### config.mk
export PLATFORM = sky130hd
export DESIGN_NAME = irq_prio_ctrl
export DESIGN_NICKNAME = d
export VERILOG_FILES = /design/src/rtl/irq_pkg.sv /design/src/rtl/irq_byte_lane.sv /design/src/rtl/irq_prio_enc.sv /design/src/rtl/irq_prio_ctrl.sv
export SDC_FILE = /design/constraint.sdc
export NUM_CORES = 1
export LEC_CHECK = 0
export BUFFER_PORTS_ARGS = -buffer_cell sky130_fd_sc_hd__buf_2
export CAP_MARGIN = 0
export CORE_ASPECT_RATIO = 0.75
export CORE_UTILIZATION = 30
export CTS_CLUSTER_DIAMETER = 100
export DETAILED_ROUTE_END_ITERATION = 10
export HOLD_SLACK_MARGIN = 0.12
export PLACE_DENSITY = 0.62
export REMOVE_ABC_BUFFERS = 1
export SLEW_MARGIN = 25
export SYNTH_ARGS = -nofsm -noshare
export SYNTH_HDL_FRONTEND = slang
export SYNTH_SLANG_ARGS = --single-unit
### constraint.sdc
create_clock -name clk -period 1.71 [get_ports clk]
set_clock_uncertainty 0.2 [all_clocks]
set_input_delay 0.171 -clock clk [delete_from_list [all_inputs] [get_ports clk]]
set_output_delay 0.171 -clock clk [all_outputs]
set_load 0.1 [all_outputs]
### src/rtl/irq_pkg.sv
package irq_pkg;
    localparam int N_SRC  = 12;
    localparam int VEC_W  = $clog2(N_SRC);
    localparam int BYTE_W = 8;
    localparam int HI_CNT = BYTE_W;
    localparam int LO_CNT = N_SRC - HI_CNT;

    typedef struct packed {
        logic [N_SRC-1:0] flag;
        logic [N_SRC-1:0] en;
    } irq_state_t;
endpackage

### src/rtl/irq_byte_lane.sv
// Maps a slice of the source vector onto a register byte, MSB first,
// and maps write data back onto that slice.
module irq_byte_lane
    import irq_pkg::*;
#(
    parameter int BASE  = 0,
    parameter int WIDTH = 8
) (
    input  logic [N_SRC-1:0]  flag_vec,
    input  logic [N_SRC-1:0]  en_vec,
    input  logic [BYTE_W-1:0] wdata,
    output logic [BYTE_W-1:0] flag_byte,
    output logic [BYTE_W-1:0] en_byte,
    output logic [WIDTH-1:0]  wfield
);
    localparam int PAD = BYTE_W - WIDTH;

    for (genvar j = 0; j < WIDTH; j++) begin : g_bit
        assign flag_byte[BYTE_W-1-j] = flag_vec[BASE+j];
        assign en_byte[BYTE_W-1-j]   = en_vec[BASE+j];
        assign wfield[j]             = wdata[BYTE_W-1-j];
    end

    if (PAD > 0) begin : g_pad
        assign flag_byte[PAD-1:0] = '0;
        assign en_byte[PAD-1:0]   = '0;
        logic unused_w;
        assign unused_w = ^wdata[PAD-1:0];
    end
endmodule

### src/rtl/irq_prio_enc.sv
// Fixed-priority encoder: lowest set index wins.
module irq_prio_enc #(
    parameter int N = 12,
    parameter int W = 4
) (
    input  logic [N-1:0] req,
    output logic         valid,
    output logic [W-1:0] idx
);
    always_comb begin
        valid = 1'b0;
        idx   = '0;
        for (int k = N - 1; k >= 0; k--) begin
            if (req[k]) begin
                valid = 1'b1;
                idx   = W'(k);
            end
        end
    end
endmodule

### src/rtl/irq_prio_ctrl.sv
module irq_prio_ctrl
    import irq_pkg::*;
#(
    parameter int              ADDR_W  = 8,
    parameter logic [ADDR_W-1:0] A_EN_LO = 8'hF4,
    parameter logic [ADDR_W-1:0] A_FL_LO = 8'hF5,
    parameter logic [ADDR_W-1:0] A_EN_HI = 8'hF6,
    parameter logic [ADDR_W-1:0] A_FL_HI = 8'hF7
) (
    input  logic              clk,
    input  logic              rst_n,
    input  logic [N_SRC-1:0]  src_req,
    input  logic              gie,
    input  logic [ADDR_W-1:0] bus_addr,
    input  logic              bus_wr,
    input  logic [BYTE_W-1:0] bus_wdata,
    output logic [BYTE_W-1:0] bus_rdata,
    output logic              irq_o,
    output logic [VEC_W-1:0]  irq_vec,
    input  logic              irq_ack
);
    irq_state_t st_q, st_d;

    logic [N_SRC-1:0]  flag_vec, en_vec, pend_w;
    logic [BYTE_W-1:0] fl_hi_b, en_hi_b, fl_lo_b, en_lo_b;
    logic [HI_CNT-1:0] hi_field;
    logic [LO_CNT-1:0] lo_field;
    logic              grant_v;
    logic [VEC_W-1:0]  grant_idx;

    assign flag_vec = st_q.flag;
    assign en_vec   = st_q.en;

    irq_byte_lane #(.BASE(0), .WIDTH(HI_CNT)) u_lane_hi (
        .flag_vec (flag_vec),
        .en_vec   (en_vec),
        .wdata    (bus_wdata),
        .flag_byte(fl_hi_b),
        .en_byte  (en_hi_b),
        .wfield   (hi_field)
    );

    irq_byte_lane #(.BASE(HI_CNT), .WIDTH(LO_CNT)) u_lane_lo (
        .flag_vec (flag_vec),
        .en_vec   (en_vec),
        .wdata    (bus_wdata),
        .flag_byte(fl_lo_b),
        .en_byte  (en_lo_b),
        .wfield   (lo_field)
    );

    assign pend_w = flag_vec & en_vec & {N_SRC{gie}};

    irq_prio_enc #(.N(N_SRC), .W(VEC_W)) u_enc (
        .req  (pend_w),
        .valid(grant_v),
        .idx  (grant_idx)
    );

    assign irq_o   = grant_v;
    assign irq_vec = grant_idx;

    always_comb begin
        bus_rdata = '0;
        if      (bus_addr == A_FL_HI) bus_rdata = fl_hi_b;
        else if (bus_addr == A_FL_LO) bus_rdata = fl_lo_b;
        else if (bus_addr == A_EN_HI) bus_rdata = en_hi_b;
        else if (bus_addr == A_EN_LO) bus_rdata = en_lo_b;
    end

    // Next state: software write, then acceptance clear, then set events.
    always_comb begin
        st_d = st_q;
        if (bus_wr) begin
            if      (bus_addr == A_FL_HI) st_d.flag[HI_CNT-1:0]     = hi_field;
            else if (bus_addr == A_FL_LO) st_d.flag[N_SRC-1:HI_CNT] = lo_field;
            else if (bus_addr == A_EN_HI) st_d.en[HI_CNT-1:0]       = hi_field;
            else if (bus_addr == A_EN_LO) st_d.en[N_SRC-1:HI_CNT]   = lo_field;
        end
        if (irq_ack && grant_v) begin
            st_d.flag[grant_idx] = 1'b0;
        end
        st_d.flag = st_d.flag | src_req;
    end

    always_ff @(posedge clk or negedge rst_n) begin
        if (!rst_n) st_q <= '0;
        else        st_q <= st_d;
    end
endmodule

==> out/metrics.cfg <==
[outcome]
status=finished, violations left
violations=negative setup slack

[synthesis]
async_reset_ff_share_pct=100.0
ys_ff_latch=24
synth_top_flop_cell=dfrtp_1
ys_seq_area_share_pct=35.96
synth_cells=155
ys_types=38
synth_enable_flop_cells=0
synth_area_per_cell_um2=10.78
yosysWarnings=0
syn_area_um2=1670

[place]
pre_cts_ws_ns=-0.2529
place_area_um2=2331
place_hpwl_um=3906
io_buffer_count=45
gp_congestion=0.9556

[routing]
wl_per_cell_um=16.15
drc=0
vias_per_cell=5.041
antenna_left=0
drt_iter0_markers=122
first_pass_iters=4
drt-total-wl_um=5491
via_count=1714

[worst_setup_path]
critPathCaptureType=output port
critPathMaxFanout=4
startpoint_type=register
cp.arrival_ns=1.81
crit_type=reg -> out
cp.required_ns=1.34

[global_route]
gr-usage-all-layers_pct=20.41
grt_max_degree=25
antenna_found_initial=0
overflow=0
grt_pass1_vias=1725
grt_pass1_wl_um=8887

[pwr]
power_density_nw_per_um2=563.0
peakVddDrop_uv=251.9
p_leak_nw=1.242

[hold_path]
hold_path.class=in -> reg

[cells_and_area]
fillCellCount=488
area_growth_pct=74.98
antenna_cells=0
ff_latch_area_um2=601.8
final_layout_size_suffix_gt1_share_pct=60.38
design_area_um2=2923
nNetsFinal=299
multi_input_area_um2=1171

[timing]
finalSetupViolCount=21
drv_slew=0
rsz0062_at_grt=yes
period_share_pct=127.7
hold_violations=0
final.min_clock_period_ns=2.184
maxSlewHeadroom_pct=61.74
setup_ws_ns=-0.4742
fmax_mhz=457.8
worstMarginPinSlew_ns=0.5738

[clock_tree]
clock_latency_ns=0.27
cts_tree=yes
root_buffer=clkbuf_8
clk_pin_slew_ns=0.09
clockBufferDepth=2
ctsHtreeMaxLevel=1
cts.sinks=24
cts_buffers=3

[job]
cap_violations=0

[die]
rows=23
io-pin-count=46
die_h_um=66.62
core_um2=5353
dieWidth_um=88.16
dieArea_um2=5873
start_util_pct=31.21

metal layers:
| layer | vias to the layer above | global-route usage (%) | share of wire [%] |
|---|---|---|---|
| li1 | 807 | - | - |
| met1 | 815 | 29.48 | 45 |
| met2 | 77 | 30.96 | 45 |
| met3 | 15 | 2.850 | 7.0 |
| met4 | 0 | 7.056 | 2.1 |
| met5 | - | 0 | 0 |
flip-flops by register name, summed over array words and instances, names as in the netlist:
signal	count
flag_vec	12
en_vec	12
synth_stat cells, drive strengths merged (2+ instances only):
library cell	n	area share [%]
and2	6	2.2
mux2	24	16
a311o	2	1.2
mux4	4	6.3
nor4	2	2.5
a22o	5	2.6
dfrtp	24	36
a22oi	3	1.3
buf	2	0.97
nand2	13	3.1
inv	2	0.60
nor3	2	0.60
mux2i	4	2.4
nand4	2	0.75
nor2	29	6.7
nand4b	2	1.8
a21oi	14	5.8
cell type report:
class | instances | share of cell area [%]
Timing Repair Buffer | 108 | 33.90
Tap cell | 75 | 3.211
Inverter | 2 | 0.3425
Clock buffer | 4 | 1.884
Sequential cell | 24 | 20.59
Multi-Input combinational cell | 127 | 40.07
layout by cell type, fill, tap and decap left out, drive strengths merged, types with 5 or more instances in the layout:
master       netlist  final
a21oi             14     14
nor2              29     29
and2               6      6
dfrtp             24     24
mux2              24     24
a22o               5      5
dlygate4sd3        0     21
nand2             13     13
buf                2     87
metrics by stage:
step	TNS [ns]	hold slack (ns)	instances	util [%]	power, W
after floorplan	-24.59	-0.3246	153	-	0.0008904
final	-6.545	0.1479	340	54.61	0.001646
after detailed placement	-4.327	-0.0006988	301	43.55	0.001112
after global placement	-3.560	-0.01409	301	43.55	0.001106
after global routing	-7.681	0.1712	340	54.61	0.001714
after CTS	-6.698	0.1752	336	53.51	0.001624
logic make-up after synthesis:
logic type,share of synthesized area [%]
DFF,35.96
buffers and inverters,1.573
AOI/OAI and AO/OA,17.15
and+or+nand+nor,20.45
muxes,24.87
where the power goes:
group          total (W)  internal (W)  switching, W
sequential      0.000606      0.000586     0.0000196
combinational   0.000646      0.000299      0.000347
clock           0.000394      0.000206      0.000188
total            0.00165       0.00109      0.000555
worst paths after layout:
path / startpoint / endpoint / slack (ns) / cells past startpoint
worst max-delay path: en_vec[2]$_DFFE_PN0P_ / irq_vec[0] / -0.47 / 5
worst min-delay path: irq_ack / flag_vec[6]$_DFF_PN0_ / 0.15 / 4
worst max register to register: flag_vec[2]$_DFF_PN0_ / flag_vec[4]$_DFF_PN0_ / -0.32 / 9
worst min register to register: en_vec[8]$_DFFE_PN0P_ / en_vec[8]$_DFFE_PN0P_ / 0.35 / 1
max in group asynchronous: rst_n / flag_vec[5]$_DFF_PN0_ / 0.67 / 2
min in group asynchronous: rst_n / flag_vec[1]$_DFF_PN0_ / 0.23 / 2
critical path: stages, from the launching register on:
cell,delay (ns)
dfrtp_1,0.41
buf_6,0.13
a311o_1,0.39
a311o_1,0.33
nand2_2,0.11
buf_12,0.18
repair_timing:
item	in CTS	in global routing
buffers inserted	10	4
hold buffers	21	0
gates resized for setup	51	11
pin swaps	12	6
setup endpoints to repair	25	25
hold endpoints to repair	48	0
Power figures use the tool's default switching activity.
